<file path="config.mk">
export PLATFORM = sky130hd
export DESIGN_NAME = single_step_ctrl
export DESIGN_NICKNAME = d
export VERILOG_FILES = /design/src/rtl/ss_pkg.sv /design/src/rtl/ss_sync.sv /design/src/rtl/ss_debounce.sv /design/src/rtl/ss_fetch_det.sv /design/src/rtl/ss_wait_fsm.sv /design/src/rtl/single_step_ctrl.sv
export SDC_FILE = /design/constraint.sdc
export NUM_CORES = 1
export LEC_CHECK = 0
export BUFFER_PORTS_ARGS = -buffer_cell sky130_fd_sc_hd__buf_2
export CORE_AREA = 2 2 57 59
export DETAILED_ROUTE_END_ITERATION = 12
export DIE_AREA = 0 0 59 61
export PLACE_DENSITY = 0.65
export SLEW_MARGIN = 20
export SYNTH_ARGS = -nofsm -noshare
export SYNTH_HDL_FRONTEND = slang
export SYNTH_SLANG_ARGS = --single-unit
</file>
<file path="constraint.sdc">
create_clock -name clk_i -period 2.75 [get_ports clk_i]
set_input_delay 0.6875 -clock clk_i [delete_from_list [all_inputs] [get_ports clk_i]]
set_output_delay 0.6875 -clock clk_i [all_outputs]
set_load 0.02 [all_outputs]
</file>
<file path="src/rtl/ss_pkg.sv">
package ss_pkg;
  typedef enum logic [1:0] {
    ST_FREE = 2'd0,  // running, no hold armed
    ST_HELD = 2'd1,  // fetch stretched by WAIT
    ST_STEP = 2'd2   // released for one instruction
  } step_state_e;

  typedef struct packed {
    logic m1_n;
    logic mreq_n;
    logic rd_n;
  } bus_ctl_t;
endpackage

</file>
<file path="src/rtl/ss_sync.sv">
module ss_sync #(
  parameter int W      = 1,
  parameter int STAGES = 2
) (
  input  logic         clk_i,
  input  logic         rst_ni,
  input  logic [W-1:0] d_i,
  output logic [W-1:0] q_o
);
  logic [W-1:0] pipe [STAGES];

  always_ff @(posedge clk_i or negedge rst_ni) begin
    if (!rst_ni) pipe[0] <= '0;
    else         pipe[0] <= d_i;
  end

  for (genvar i = 1; i < STAGES; i++) begin : g_stage
    always_ff @(posedge clk_i or negedge rst_ni) begin
      if (!rst_ni) pipe[i] <= '0;
      else         pipe[i] <= pipe[i-1];
    end
  end

  assign q_o = pipe[STAGES-1];
endmodule

</file>
<file path="src/rtl/ss_debounce.sv">
module ss_debounce #(
  parameter int CYCLES = 1_250_000
) (
  input  logic clk_i,
  input  logic rst_ni,
  input  logic raw_i,    // already synchronized
  output logic press_o   // one-cycle pulse per accepted press
);
  localparam int CNT_W = (CYCLES > 1) ? $clog2(CYCLES) : 1;
  localparam logic [CNT_W-1:0] CNT_MAX = CNT_W'(CYCLES - 1);

  logic [CNT_W-1:0] cnt_q;
  logic             stable_q;
  logic             settle;

  assign settle = (raw_i != stable_q) && (cnt_q == CNT_MAX);

  always_ff @(posedge clk_i or negedge rst_ni) begin
    if (!rst_ni) begin
      cnt_q    <= '0;
      stable_q <= 1'b0;
      press_o  <= 1'b0;
    end else begin
      press_o <= settle && raw_i;
      if (raw_i == stable_q) begin
        cnt_q <= '0;
      end else if (settle) begin
        cnt_q    <= '0;
        stable_q <= raw_i;
      end else begin
        cnt_q <= cnt_q + 1'b1;
      end
    end
  end
endmodule

</file>
<file path="src/rtl/ss_fetch_det.sv">
module ss_fetch_det
  import ss_pkg::*;
(
  input  logic     clk_i,
  input  logic     rst_ni,
  input  bus_ctl_t bus_i,
  output logic     fetch_o,
  output logic     fetch_start_o
);
  logic fetch_q;

  // opcode fetch: M1, MREQ and RD all active
  assign fetch_o = ~bus_i.m1_n & ~bus_i.mreq_n & ~bus_i.rd_n;

  always_ff @(posedge clk_i or negedge rst_ni) begin
    if (!rst_ni) fetch_q <= 1'b0;
    else         fetch_q <= fetch_o;
  end

  assign fetch_start_o = fetch_o & ~fetch_q;
endmodule

</file>
<file path="src/rtl/ss_wait_fsm.sv">
module ss_wait_fsm
  import ss_pkg::*;
(
  input  logic        clk_i,
  input  logic        rst_ni,
  input  logic        en_i,
  input  logic        fetch_start_i,
  input  logic        step_i,
  output logic        hold_o,
  output step_state_e state_o
);
  step_state_e state_q, state_d;

  always_comb begin
    state_d = state_q;
    unique case (state_q)
      ST_FREE: if (en_i && fetch_start_i) state_d = ST_HELD;
      ST_HELD: begin
        if (!en_i)       state_d = ST_FREE;
        else if (step_i) state_d = ST_STEP;
      end
      ST_STEP: begin
        if (!en_i)              state_d = ST_FREE;
        else if (fetch_start_i) state_d = ST_HELD;
      end
      default: state_d = ST_FREE;
    endcase
  end

  always_ff @(posedge clk_i or negedge rst_ni) begin
    if (!rst_ni) state_q <= ST_FREE;
    else         state_q <= state_d;
  end

  assign hold_o  = (state_q == ST_HELD);
  assign state_o = state_q;
endmodule

</file>
<file path="src/rtl/single_step_ctrl.sv">
module single_step_ctrl
  import ss_pkg::*;
#(
  parameter int DEB_CYCLES  = 1_250_000,  // ~10 ms at 125 MHz
  parameter int SYNC_STAGES = 2
) (
  input  logic clk_i,
  input  logic rst_ni,
  input  logic step_en_i,
  input  logic step_btn_i,
  input  logic m1_ni,
  input  logic mreq_ni,
  input  logic rd_ni,
  output logic wait_no
);
  localparam int N_ASYNC = 2;

  logic [N_ASYNC-1:0] async_raw, async_s;
  logic               en_s, btn_s;
  logic               fetch, fetch_start, step_pulse, hold;
  bus_ctl_t           bus;
  step_state_e        state;

  assign async_raw = {step_btn_i, step_en_i};
  assign en_s      = async_s[0];
  assign btn_s     = async_s[1];
  assign bus       = '{m1_n: m1_ni, mreq_n: mreq_ni, rd_n: rd_ni};

  ss_sync #(.W(N_ASYNC), .STAGES(SYNC_STAGES)) u_sync (
    .clk_i (clk_i),
    .rst_ni(rst_ni),
    .d_i   (async_raw),
    .q_o   (async_s)
  );

  ss_debounce #(.CYCLES(DEB_CYCLES)) u_deb (
    .clk_i  (clk_i),
    .rst_ni (rst_ni),
    .raw_i  (btn_s),
    .press_o(step_pulse)
  );

  ss_fetch_det u_fetch (
    .clk_i        (clk_i),
    .rst_ni       (rst_ni),
    .bus_i        (bus),
    .fetch_o      (fetch),
    .fetch_start_o(fetch_start)
  );

  ss_wait_fsm u_fsm (
    .clk_i        (clk_i),
    .rst_ni       (rst_ni),
    .en_i         (en_s),
    .fetch_start_i(fetch_start),
    .step_i       (step_pulse),
    .hold_o       (hold),
    .state_o      (state)
  );

  assign wait_no = ~hold;
endmodule

</file>
# After elaboration in Yosys (flattened, before gate mapping)
# Index checks and enable logic that the tools add are counted.
dict set report op_classes {
  n_addsub 1
  mul 0
  div_mod_pow 0
  n_lt_le_gt_ge 0
  n_eq_ne 8
  n_shift 0
  mux 8
  bitwise 9
  reduce_logical 6
}
# cell n
set ops {}
lappend ops {{21-bit two-way mux} 2}
lappend ops {{21-bit by 1-bit adder with 21-bit output (second input constant)} 1}
lappend ops {{21-bit equality test (second input constant)} 1}
lappend ops {{2-bit two-way mux} 5}
lappend ops {{3-bit by 2-bit != test with 1-bit output (second input constant)} 2}
lappend ops {{1-bit inverter} 6}
lappend ops {{2-bit one-hot mux with 3 select lines} 1}
lappend ops {{1-bit bitwise AND} 3}
lappend ops {{1-bit logical AND} 3}
lappend ops {{3-bit AND reduction} 1}
lappend ops {{2-bit by 1-bit equality test with 1-bit output (second input constant)} 1}
lappend ops {{2-bit equality test (second input constant)} 1}
lappend ops {{2-bit logical NOT} 1}
lappend ops {{2-bit by 1-bit != test with 1-bit output (second input constant)} 1}
lappend ops {{2-bit AND reduction} 1}
lappend ops {{1-bit equality test} 1}
lappend ops {{1-bit != test} 1}
dict set report totals {
  reg_bits 30
  latch_bits 0
  ramBits 0
  romBits 0
  inputBits 7
  elab_cells 39
  mem_count 0
}

# Logic depth before layout (Yosys ltp)
dict set report logic_depth {
  ltp_word 7
  depth_mapped 6
  depth_no_buf 5
}

# Cells and area by module
# A second synthesis with hierarchy kept.
dict set report unflattened {
  cells_unflattened 134
  area_unflattened_um2 1436.4
}
# module instances cells_each area_per_inst_um2 seq_area_each_um2
set modules_own_cells {}
lappend modules_own_cells {ss_debounce 1 116 1174.9 575.6}
lappend modules_own_cells {ss_sync 1 6 115.1 100.1}
lappend modules_own_cells {ss_wait_fsm 1 8 100.1 50.0}
lappend modules_own_cells {ss_fetch_det 1 3 42.5 25.0}
lappend modules_own_cells {single_step_ctrl 1 1 3.8 0.0}

# Least setup slack after synthesis
# Ideal clock, no wire load.
dict set report synth_timing {
  path_kind {register -> register}
  startpoint {register u_deb.cnt_q[8]}
  endpoint {register u_deb.cnt_q[10]}
  setup_time_ns 0.119
  arrival_ns 1.412
  required_ns 2.631
  slack_ns 1.219
  stages_incl_launch_ff 6
  synth_period_minus_slack_ns 1.531
  path_cell_list {dfrtp_1 > nor4b_1 > nand4_1 > o21ai_4 > buf_6 > nor2_1}
}
dict set report synth_via {
  elab_chain_len 4
}
# element line_no
set synth_rtl {}
lappend synth_rtl {{start, declared} ss_debounce.sv:12} ;# logic [CNT_W-1:0] cnt_q;
lappend synth_rtl {{start signal, assigned} ss_debounce.sv:31} ;# cnt_q <= cnt_q + 1'b1;
lappend synth_rtl {{parallel branches: the longest is 2 deep, another holds 21-bit by 1-bit adder with 21-bit output} -}
lappend synth_rtl {{21-bit two-way mux *} ss_debounce.sv:27} ;# end else if (settle) begin
lappend synth_rtl {{21-bit two-way mux *} ss_debounce.sv:25} ;# if (raw_i == stable_q) begin
# Every way passes the cells marked *.
# A chain may end at the register's enable or synchronous reset.

# Worst setup path after layout
dict set report layout_timing {
  startpoint {register u_deb.cnt_q[8]}
  endpoint {register u_deb.cnt_q[5]}
}
dict set report layout_via {
  elab_chain_len 4
}
# element line_no
set layout_rtl {}
lappend layout_rtl {{21-bit equality test} ss_debounce.sv:16} ;# assign settle = (raw_i != stable_q) && (cnt_q == CNT_MAX);
lappend layout_rtl {{1-bit logical AND} ss_debounce.sv:16}
lappend layout_rtl {{21-bit two-way mux} ss_debounce.sv:27}
lappend layout_rtl {{21-bit two-way mux} ss_debounce.sv:25}
# No other way between the ends.

==> key figures <==
STA
  – Maximum clock frequency: 541 MHz
  – Period utilization: 0.672
  – Fin. max-slew vios: 0
  – Worst Hold Slack: 354 ps
  – Final setup vio count: 0
  – Post-layout min period: 1850 ps
  – Final Skew: 13.6 ps
  – RSZ-0062 raised after global routing: false
  – Max_slew headroom: 0.582
  – Final WS setup: 901 ps
  – Measured slew at the worst slew-check pin: approximately 630 ps
  – Setup_tns: 0 ps
  – Fin. Hold Viols: 0

Logic synthesis
  – Asr flop ratio synth: 1.00
  – Count leader, synth: dfrtp_1
  – Post-synth top cells: dfrtp_1 (30), nor2_1 (16), nand4_1 (11)
  – Ys flop type: dfrtp_1
  – Seq cells post-synth: 30
  – Synthesis Warnings: 0
  – Seq/Total Area, Yosys: 0.528
  – Synth cell types: 33
  – Synth area leader: dfrtp_1
  – Post-synth top area share: 0.528
  – Mean Syn Cell Area: 10.5 um2
  – Post-Syn Area: 0.00142 mm2
  – EDFF count, synth: 0
  – Total nets after synthesis: 143
  – Top cells by area, synth: dfrtp_1 (53%), xnor2_1 (5.5%), nand4_1 (4.8%), nor2_1 (4.2%), xor2_1 (3.7%)
  – Post-Synthesis Cells: between 100 and 150

CTS
  – Clk buf depth: 2
  – # H-tree levels: 2
  – Post_cts resized: 0
  – Clock Latency Late Sink: about 330 ps
  – CTS Hold Buffers Added: 0
  – Clock transition at path regs: 100 ps
  – Post CTS Setup Buffer Count: 0
  – Clock sinks: 30
  – Num CTS Buffers: 5
  – Root buf cell: clkbuf_4
  – CTS tree: built

Pwr
  – Power per Cell Area: 595 mW/mm2
  – Total chip power: roughly 950 uW
  – Leakage power: 0.647 nW
  – Peak supply drop: 459 uV

Critical path
  – Critical path endpoint category: flip-flop
  – Arr. time, crit path: 2040 ps
  – Worst Path Required: between 2000 and 3000 ps
  – Kind of critical path: reg2reg
  – Crit-path max FO: 19
  – CP Launch Type: flip-flop

Finish
  – Area growth syn-to-layout: 11.7%
  – Fillers: 276
  – Final non-filler cell total: 180
  – Nets: 154
  – Core Util, Final: 0.538
  – Final std cell area, no fill: between 0.0015 and 0.002 mm2
  – Multi-input logic area: between 600 and 700 um2
  – Register area: 751 um2
  – Share of post-route cells with drive strength above 1: 0.143
  – N_diodes: 0

Drt
  – Met3 routed WL: 96 um
  – Vias per cell: 5.71
  – Via count: 1028
  – Routed WL: 2450 um
  – Wire length per cell: 13.6 um
  – DRT met1 WL: 1230 um
  – Top sig layer: met4
  – DR iter-0 viols: 22
  – DRC: 0
  – Antenna viol nets, final: 0
  – DRT Pass-1 Iters: 4
  – DR WL met2: around 1100 um

Placed design
  – Pre-CTS setup slack: 918 ps
  – Port buffer count: 7
  – Placed Cells incl. Taps: approximately 170
  – Placed Area: 0.00148 mm2
  – Final GP Congestion: 0.809
  – Post-detail-place hpwl: 1760 um

Status
  – Status: finished clean

Min path
  – Type of the most critical hold path: in2async

Global route
  – Initial antenna violation count: 0
  – Largest net degree at the start of global routing: 31
  – Vias in the first global route: 956
  – First-pass GRT wire length: 4260 um
  – Global route total overflow: 0
  – GRT Total Usage: 0.166

Die
  – Die Y: 61 um
  – Initial Util: 0.482
  – Number of I/O pins: 8
  – Die area: 0.00360 mm2
  – Site Rows: 20
  – Die W: 59 um
  – Total core area: about 0.0030 mm2

Run
  – Max cap viols: 0
[cell usage in the layout, fill, tap and decap left out, types with 2 or more instances in the layout]
master and count:
a21oi_1 6, and3_1 3, and4_1 2, buf_2 7, bufinv_16 2, clkbuf_4 5
dfrtp_1 30, inv_1 2, nand2_1 7, nand3_1 5, nand3b_1 3, nand4_1 11
nor2_1 16, nor3_1 4, nor3b_1 2, nor4_1 4, nor4b_1 2, o21ai_0 4
or3_1 4, xnor2_1 9, xor2_1 6
[report_power, final]
| group | switching, mW | leakage [nW] | internal, mW |
|---|---|---|---|
| logic | 0.0190 | 0.182 | 0.00975 |
| clock network | 0.154 | 0.0585 | 0.308 |
| registers | 0.00627 | 0.407 | 0.449 |
[area by class of cell]
type | count | share of cell area
inverters | 2 | 0.00472
repair buffers | 7 | 0.0220
clock inverters | 2 | 0.0378
clock buffers | 6 | 0.0323
well taps | 33 | 0.0260
flip-flops and latches | 30 | 0.472
multi-input cells | 100 | 0.405
[flip-flops by register name, indices dropped and copies added, names as in the netlist]
signal / count
u_deb.stable_q: 1
u_fsm.state_o: 2
u_fetch.fetch_q: 1
u_deb.press_o: 1
u_sync.q_o: 2
u_sync.pipe: 2
u_deb.cnt_q: 21
[kinds of logic (layout without fill, tap and decap cells)]
| kind of cell | after synthesis | after routing | synth area share |
|---|---|---|---|
| and+or+nand+nor | 70 | 70 | 0.285 |
| muxes | 1 | 1 | 0.00792 |
| adders and majority gates | 1 | 1 | 0.00879 |
| xor gates and xnor gates | 15 | 15 | 0.0924 |
| DFF | 30 | 30 | 0.528 |
| AOI/OAI and AO/OA | 13 | 13 | 0.0581 |
| buffers and inverters | 5 | 17 | 0.0202 |
[metal layers]
layer	GRT usage	vias to the layer above
met3	0.0640	5
li1	-	514
met4	0.0844	0
met2	0.248	13
met5	0	-
met1	0.212	496
[worst paths after layout]
kind / start / to / slack (ps) / cells after the start
setup reg to reg: u_deb.cnt_q[8] / u_deb.cnt_q[5] / 900 / 4
hold reg to reg: u_sync.pipe[3] / u_sync.q_o[1] / 360 / 0
min in group clk_i: u_sync.pipe[3] / u_sync.q_o[1] / 360 / 0
max in group asynchronous: rst_ni / u_deb.cnt_q[11] / 1970 / 1
setup / recovery: u_deb.cnt_q[8] / u_deb.cnt_q[5] / 900 / 4
hold / removal: rst_ni / u_fsm.state_o[0] / 350 / 1
[worst max-delay path: stages (launching register included)]
cell and delay, ps:
dfrtp_1 450, nor4b_1 430, nand4_1 220, o21ai_4 490
nor2_1 110
Power figures use the tool's default switching activity.
